`src/rtl/mdio_pkg.sv`:
```
package mdio_pkg;
   localparam int FRAME_BITS = 32;
   localparam int PRE_BITS   = 32;
   localparam int RD_BITS    = 16;
   localparam int RD_BIT_POS = 29;

   typedef enum logic [1:0] {
      SH_IDLE  = 2'd0,
      SH_PRE   = 2'd1,
      SH_FRAME = 2'd2
   } sh_state_t;
endpackage

```
`src/rtl/mdio_clkgen.sv`:
```
module mdio_clkgen #(
   parameter int DIV_W = 7
) (
   input  logic             clk,
   input  logic             rst_n,
   input  logic             run,
   input  logic [DIV_W-1:0] div,
   output logic             mdc,
   output logic             rise_tick,
   output logic             fall_tick
);
   logic [DIV_W-1:0] cnt_q;
   logic             hit;

   assign hit       = run && (cnt_q == div);
   assign rise_tick = hit && !mdc;
   assign fall_tick = hit && mdc;

   always_ff @(posedge clk or negedge rst_n) begin
      if (!rst_n) begin
         cnt_q <= '0;
         mdc   <= 1'b0;
      end else if (!run) begin
         cnt_q <= '0;
         mdc   <= 1'b0;
      end else if (hit) begin
         cnt_q <= '0;
         mdc   <= ~mdc;
      end else begin
         cnt_q <= cnt_q + 1'b1;
      end
   end
endmodule

```
`src/rtl/mdio_shifter.sv`:
```
module mdio_shifter
   import mdio_pkg::*;
(
   input  logic                  clk,
   input  logic                  rst_n,
   input  logic                  start,
   input  logic [FRAME_BITS-1:0] cmd,
   input  logic                  pre_en,
   input  logic                  rise_tick,
   input  logic                  fall_tick,
   input  logic                  mdio_i,
   output logic                  busy,
   output logic                  mdio_o,
   output logic                  mdio_oe,
   output logic                  done_pulse,
   output logic [RD_BITS-1:0]    cap
);
   localparam int CNT_W = $clog2((PRE_BITS > FRAME_BITS) ? PRE_BITS : FRAME_BITS);
   localparam logic [CNT_W-1:0] PRE_LAST   = CNT_W'(PRE_BITS - 1);
   localparam logic [CNT_W-1:0] FRAME_LAST = CNT_W'(FRAME_BITS - 1);
   localparam logic [CNT_W-1:0] RD_LIMIT   = CNT_W'(RD_BITS);

   if (RD_BITS >= FRAME_BITS - 2) begin : g_bad_rd
      $error("mdio_shifter: read field does not fit in frame");
   end

   sh_state_t             state_q;
   logic [FRAME_BITS-1:0] sr_q;
   logic                  is_rd_q;
   logic [CNT_W-1:0]      bit_q;
   logic                  last_bit;
   logic                  rd_tail;

   assign last_bit   = (bit_q == '0);
   assign rd_tail    = is_rd_q && (bit_q <= RD_LIMIT);
   assign busy       = (state_q != SH_IDLE);
   assign done_pulse = (state_q == SH_FRAME) && fall_tick && last_bit;
   assign mdio_o     = (state_q == SH_FRAME) ? sr_q[FRAME_BITS-1] : 1'b1;
   assign mdio_oe    = (state_q == SH_PRE) || ((state_q == SH_FRAME) && !rd_tail);

   always_ff @(posedge clk or negedge rst_n) begin
      if (!rst_n) begin
         state_q <= SH_IDLE;
         sr_q    <= '0;
         is_rd_q <= 1'b0;
         bit_q   <= '0;
         cap     <= '0;
      end else begin
         case (state_q)
            SH_IDLE: begin
               if (start) begin
                  sr_q    <= cmd;
                  is_rd_q <= cmd[RD_BIT_POS];
                  if (pre_en) begin
                     state_q <= SH_PRE;
                     bit_q   <= PRE_LAST;
                  end else begin
                     state_q <= SH_FRAME;
                     bit_q   <= FRAME_LAST;
                  end
               end
            end
            SH_PRE: begin
               if (fall_tick) begin
                  if (last_bit) begin
                     state_q <= SH_FRAME;
                     bit_q   <= FRAME_LAST;
                  end else begin
                     bit_q <= bit_q - 1'b1;
                  end
               end
            end
            SH_FRAME: begin
               if (rise_tick && is_rd_q && (bit_q < RD_LIMIT)) begin
                  cap <= {cap[RD_BITS-2:0], mdio_i};
               end
               if (fall_tick) begin
                  sr_q <= sr_q << 1;
                  if (last_bit) begin
                     state_q <= SH_IDLE;
                  end else begin
                     bit_q <= bit_q - 1'b1;
                  end
               end
            end
            default: state_q <= SH_IDLE;
         endcase
      end
   end
endmodule

```
`src/rtl/mdio_regs.sv`:
```
module mdio_regs
   import mdio_pkg::*;
#(
   parameter int              ADDR_W       = 12,
   parameter int              DIV_W        = 7,
   parameter bit              HAS_PREAMBLE = 1'b1,
   parameter logic [ADDR_W-1:0] CTRL_OFS   = ADDR_W'(12'h128),
   parameter logic [ADDR_W-1:0] DATA_OFS   = ADDR_W'(12'h12C)
) (
   input  logic              clk,
   input  logic              rst_n,
   input  logic              wr_en,
   input  logic [ADDR_W-1:0] addr,
   input  logic [31:0]       wdata,
   input  logic              busy,
   input  logic              done_pulse,
   input  logic [RD_BITS-1:0] cap,
   output logic [DIV_W-1:0]  div,
   output logic              pre_en,
   output logic              enabled,
   output logic              done,
   output logic              start,
   output logic [31:0]       rdata
);
   localparam int PRE_POS  = 7;
   localparam int DONE_POS = 8;

   logic ctrl_hit;
   logic data_hit;

   assign ctrl_hit = (addr == CTRL_OFS);
   assign data_hit = (addr == DATA_OFS);
   assign enabled  = pre_en || (div != '0);
   assign start    = wr_en && data_hit && enabled && !busy;

   always_ff @(posedge clk or negedge rst_n) begin
      if (!rst_n) begin
         div <= '0;
      end else if (wr_en && ctrl_hit) begin
         div <= wdata[DIV_W-1:0];
      end
   end

   if (HAS_PREAMBLE) begin : g_pre
      always_ff @(posedge clk or negedge rst_n) begin
         if (!rst_n) begin
            pre_en <= 1'b0;
         end else if (wr_en && ctrl_hit) begin
            pre_en <= wdata[PRE_POS];
         end
      end
   end else begin : g_no_pre
      assign pre_en = 1'b0;
   end

   always_ff @(posedge clk or negedge rst_n) begin
      if (!rst_n) begin
         done <= 1'b0;
      end else if (start) begin
         done <= 1'b0;
      end else if (done_pulse) begin
         done <= 1'b1;
      end
   end

   always_comb begin
      rdata = '0;
      if (ctrl_hit) begin
         rdata[DIV_W-1:0] = div;
         rdata[PRE_POS]   = pre_en;
         rdata[DONE_POS]  = done;
      end else if (data_hit) begin
         rdata[RD_BITS-1:0] = cap;
      end
   end
endmodule

```
`src/rtl/mdio_master.sv`:
```
module mdio_master
   import mdio_pkg::*;
#(
   parameter int              ADDR_W       = 12,
   parameter int              DIV_W        = 7,
   parameter bit              HAS_PREAMBLE = 1'b1,
   parameter logic [ADDR_W-1:0] CTRL_OFS   = ADDR_W'(12'h128),
   parameter logic [ADDR_W-1:0] DATA_OFS   = ADDR_W'(12'h12C)
) (
   input  logic              clk,
   input  logic              rst_n,
   input  logic              reg_wr,
   input  logic [ADDR_W-1:0] reg_addr,
   input  logic [31:0]       reg_wdata,
   output logic [31:0]       reg_rdata,
   output logic              mdc,
   output logic              mdio_o,
   output logic              mdio_oe,
   input  logic              mdio_i
);
   if (DIV_W < 1 || DIV_W > 7) begin : g_bad_div
      $error("mdio_master: divisor width must be 1..7");
   end
   if (CTRL_OFS == DATA_OFS) begin : g_bad_ofs
      $error("mdio_master: register offsets collide");
   end

   logic [DIV_W-1:0]   div;
   logic               pre_en;
   logic               enabled;
   logic               done_flag;
   logic               start;
   logic               busy;
   logic               rise_tick;
   logic               fall_tick;
   logic               done_pulse;
   logic [RD_BITS-1:0] cap;

   mdio_regs #(
      .ADDR_W      (ADDR_W),
      .DIV_W       (DIV_W),
      .HAS_PREAMBLE(HAS_PREAMBLE),
      .CTRL_OFS    (CTRL_OFS),
      .DATA_OFS    (DATA_OFS)
   ) u_regs (
      .clk       (clk),
      .rst_n     (rst_n),
      .wr_en     (reg_wr),
      .addr      (reg_addr),
      .wdata     (reg_wdata),
      .busy      (busy),
      .done_pulse(done_pulse),
      .cap       (cap),
      .div       (div),
      .pre_en    (pre_en),
      .enabled   (enabled),
      .done      (done_flag),
      .start     (start),
      .rdata     (reg_rdata)
   );

   mdio_clkgen #(
      .DIV_W(DIV_W)
   ) u_clk (
      .clk      (clk),
      .rst_n    (rst_n),
      .run      (busy),
      .div      (div),
      .mdc      (mdc),
      .rise_tick(rise_tick),
      .fall_tick(fall_tick)
   );

   mdio_shifter u_shift (
      .clk       (clk),
      .rst_n     (rst_n),
      .start     (start),
      .cmd       (reg_wdata),
      .pre_en    (pre_en),
      .rise_tick (rise_tick),
      .fall_tick (fall_tick),
      .mdio_i    (mdio_i),
      .busy      (busy),
      .mdio_o    (mdio_o),
      .mdio_oe   (mdio_oe),
      .done_pulse(done_pulse),
      .cap       (cap)
   );
endmodule

```
`config.mk`:
```
export PLATFORM = sky130hd
export DESIGN_NAME = mdio_master
export DESIGN_NICKNAME = d
export VERILOG_FILES = /design/src/rtl/mdio_pkg.sv /design/src/rtl/mdio_clkgen.sv /design/src/rtl/mdio_shifter.sv /design/src/rtl/mdio_regs.sv /design/src/rtl/mdio_master.sv
export SDC_FILE = /design/constraint.sdc
export NUM_CORES = 1
export LEC_CHECK = 0
export BUFFER_PORTS_ARGS = -buffer_cell sky130_fd_sc_hd__buf_2
export CAP_MARGIN = 20
export CELL_PAD_IN_SITES_DETAIL_PLACEMENT = 1
export CELL_PAD_IN_SITES_GLOBAL_PLACEMENT = 1
export CORE_MARGIN = 3
export CORE_UTILIZATION = 40
export CTS_BUF_LIST = sky130_fd_sc_hd__clkbuf_4 sky130_fd_sc_hd__clkbuf_8 sky130_fd_sc_hd__clkbuf_16
export DETAILED_ROUTE_END_ITERATION = 10
export HOLD_SLACK_MARGIN = 0.02
export MAX_ROUTING_LAYER = met4
export PLACE_DENSITY_LB_ADDON = 0.1
export REMOVE_ABC_BUFFERS = 1
export SLEW_MARGIN = 20
export SYNTH_ARGS = -nofsm -noshare
export SYNTH_HDL_FRONTEND = slang
export SYNTH_SLANG_ARGS = --single-unit
```
`constraint.sdc`:
```
create_clock -name clk -period 2.1 [get_ports clk]
set_clock_uncertainty 0.2 [all_clocks]
set_input_delay 0.21 -clock clk [delete_from_list [all_inputs] [get_ports clk]]
set_output_delay 0.21 -clock clk [all_outputs]
set_load 0.01 [all_outputs]
```
==> impl_results.md <==
- Primary flip-flop cell chosen by synthesis mapping: sky130_fd_sc_hd__dfrtp_1
- Class of the most critical setup path: reg -> reg
- Area contributors post-synth: sky130_fd_sc_hd__dfrtp_1, sky130_fd_sc_hd__mux2_2, sky130_fd_sc_hd__mux2_4
- Worst hold path type: in -> reg
- Data arrival at the endpoint of the critical path: 2210 ps
- Adder-cell share of the synthesized area: 2.20%
- Global-route usage over all layers: 18.2%
- Leakage power figure: 2.68 nW
- PnR Total Power: 5.39 mW
- Final max-slew violation count: 0
- Fraction of final layout cells sized beyond drive strength 1: 55.2%
- Violations in the final reports: setup timing
- Flop and latch count out of synthesis: 73
- Starting Density: 42.1%
- I/O Buffers: 66
- Vias per Instance: 4.91
- Post-synth top area share: 45.9%
- Via count of the first global-routing pass: 3,179
- Root cell of the clock tree: sky130_fd_sc_hd__clkbuf_8
- Number of iterations in the first detailed-routing pass: 4
- Setup WS post-layout: -75.7 ps
- Data required time at the worst endpoint: 2130 ps
- Total routed wirelength: 9730 um
- Number of warnings reported in the yosys synthesis log: 0
- Worst IR drop on VDD: 0.477 mV
- Global placement routability congestion: 0.753
- Sequential area share after synthesis: 45.9%
- Status: complete, but fails checks
- Final global-route overflow total: 0
- Antenna violations before repair: 0
- Die boundary height: 106 um
- Internal power contribution: 3.74 mW
- Horizontal die dimension: 106 um
- Largest net degree at the start of global routing: 47
- Layout overhead on the synthesized area: 36.1%
- Avg Inst Size Synth: 12.6 um^2
- Most frequent cell after synthesis: sky130_fd_sc_hd__mux2_2
- Combinational power share: 41.9%
- WHS: 33.7 ps
- Clock tree from TritonCTS: built
- Netlist area before placement: 3980 um^2
- Post-Synth Simple-Gate Area: 8.97%
- Crit path capture type: flop
- Async set or reset register ratio after synthesis: 100%
- Number of nets with antenna violations after detailed routing: 0
- Synth Area in XOR/XNOR: 2.86%
- Final Critical Period: 2180 ps
- Overall via count from detail_route: 2,894
- Critical path peak fanout: 5
- Proportion of synthesized area in mux cells: 27.1%
- Count of H-tree levels built during CTS: 3
- Netlist cell types: 46
- Sequential cell area in the final layout: 1830 um^2
- Switching share of total power: 30.7%
- Clock slew at reported path FFs: 70 ps
- Clock share of power: 21.6%
- ANT cells: 0
- Type of origin of the critical path: flop
- Largest family of logic cells by synthesized area: multiplexers
- Cell row count: 35
- Boundary pin count: 83
- Share of power burned in registers: 36.6%
- Number of nets in the finished design: 512
- Setup TNS: -319 ps
- Number of maximum-capacitance violations: 0
- Total DRC errors in the routed layout: 0
- Area used by multi-input combinational logic: 2130 um^2
- TritonCTS Buffers: 9
- Power per standard cell area: 996 nW/um^2
- Total die area: 11,200 um^2
- Setup violations, final: 24
- Wire length of the first global-routing pass: 15,800 um
- Cells after synthesis: 315
- Compound-gate portion of the synthesized area: 6.57%
- Sink count of the clock tree: 73
- Number of synthesized flops with an enable pin: 0
- Latest clock arrival within the worst-skew pair: 340 ps
- Tcrit/Tclk final: 104%
- RSZ-0062 raised after global routing: yes
- Sum of net half-perimeters after detailed placement: 6550 um
- Detailed-route wire length per cell: 16.5 um
- Placeable core region: 9460 um^2
- Worst-case clock buffer depth: 2
- Initial DRC count: 83
- Maximum clock frequency: 460 MHz
- Leading post-synthesis cells by instance count: sky130_fd_sc_hd__mux2_2, sky130_fd_sc_hd__dfrtp_1, sky130_fd_sc_hd__buf_4, sky130_fd_sc_hd__nor2_1, sky130_fd_sc_hd__mux2_4
- Fin. Hold Viols: 0
- Number of fill cells: 1,030
- Net switching power figure: 1.65 mW
- Cell type contributing the most total cell area after synthesis: sky130_fd_sc_hd__dfrtp_1
[per-layer routing]
metal	vias to the layer above	track usage (%)	wire length (um)
li1	1367	-	-
met1	1444	21.0	3970
met2	72	32.0	5220
met3	11	4.04	393
met4	0	4.81	150
met5	-	-	0
[area by class of cell]
class	count	area share (%)
clock buffers	10	2.43
clock inverters	4	1.29
inverters	8	0.555
multi-input cells	219	39.3
flip-flops and latches	73	33.8
well taps	129	2.98
repair buffers	146	19.7
[worst max-delay path, stage by stage (launching register included)]
cell                       delay (ps)
sky130_fd_sc_hd__dfrtp_1          420
sky130_fd_sc_hd__inv_1            100
sky130_fd_sc_hd__ha_2             190
sky130_fd_sc_hd__nand2b_4         170
sky130_fd_sc_hd__a21oi_2          160
sky130_fd_sc_hd__o21bai_1         110
sky130_fd_sc_hd__or3_4            380
sky130_fd_sc_hd__mux2_4           310
[power groups by stage]
stage	logic, mW	clock network, mW	registers, mW
final	2.26	1.16	1.97
after CTS	2.12	1.21	1.96
after detailed placement	2.03	0	1.97
after floorplan	1.36	0	1.92
after global routing	2.47	1.26	2.01
after global placement	1.98	0	1.95
[cells in the final DEF (no fill, tap or decap), types with 9 or more instances in the layout]
master / n
sky130_fd_sc_hd__conb_1: 16
sky130_fd_sc_hd__a22o_1: 9
sky130_fd_sc_hd__clkbuf_8: 9
sky130_fd_sc_hd__nand2_1: 9
sky130_fd_sc_hd__buf_4: 46
sky130_fd_sc_hd__nor2_1: 14
sky130_fd_sc_hd__buf_2: 66
sky130_fd_sc_hd__mux2_2: 76
sky130_fd_sc_hd__dlygate4sd3_1: 28
sky130_fd_sc_hd__mux2_4: 12
sky130_fd_sc_hd__dfrtp_1: 72
[registers in the layout, summed over array words and instances (netlist names)]
name,count
u_clk.mdc,1
u_shift.cap,16
u_shift.bit_q,5
u_shift.sr_q,32
u_shift.state_q,2
u_clk.cnt_q,7
u_regs.done,1
u_shift.is_rd_q,1
u_regs.div,7
u_regs.pre_en,1
[timing repair]
| action | CTS | global route |
|---|---|---|
| setup buffers | 1 | 3 |
| hold buffers | 28 | 0 |
| endpoints found under the setup margin | 53 | 65 |
| hold endpoints to repair | 100 | 0 |
| pin swaps | 1 | 6 |
| resized for setup | 10 | 28 |
| gates cloned | 0 | 1 |
[path summary, 6_finish.rpt]
path / startpoint / endpoint / slack [ps] / cells after the start
worst max-delay path: u_shift.state_q[1]$_DFFE_PN0P_ / u_shift.bit_q[1]$_DFFE_PN0P_ / -80 / 7
worst min-delay path: reg_wdata[13] / u_shift.sr_q[13]$_DFFE_PN0P_ / 30 / 3
worst max register to register: u_shift.state_q[1]$_DFFE_PN0P_ / u_shift.bit_q[1]$_DFFE_PN0P_ / -80 / 7
worst min register to register: u_shift.sr_q[25]$_DFFE_PN0P_ / u_shift.sr_q[25]$_DFFE_PN0P_ / 290 / 1
max in group asynchronous: rst_n / u_regs.div[5]$_DFFE_PN0P_ / 980 / 3
min in group asynchronous: rst_n / u_shift.state_q[1]$_DFFE_PN0P_ / 140 / 2
[through the flow]
step | util (%) | setup WS (ps) | area, um^2 | cells
2_1_floorplan | - | -847 | 3810 | 300
3_3_place_gp | 50.0 | -130 | 4730 | 542
3_5_place_dp | 50.0 | -118 | 4730 | 542
4_1_cts | 55.6 | -57.5 | 5260 | 585
5_1_grt | 57.2 | -148 | 5410 | 589
6_report | 57.2 | -75.7 | 5410 | 589
[cell families (layout without fill, tap and decap cells)]
group | after synthesis | after routing
AND/OR/NAND/NOR | 59 | 59
AO/OA/AOI/OAI | 32 | 32
flip-flops | 73 | 73
buffers and inverters | 38 | 168
other | 1 | 16
multiplexers | 92 | 92
XOR/XNOR | 13 | 13
adder cells (fa/ha/maj) | 7 | 7
No activity file was read; power rests on OpenSTA's default activity.
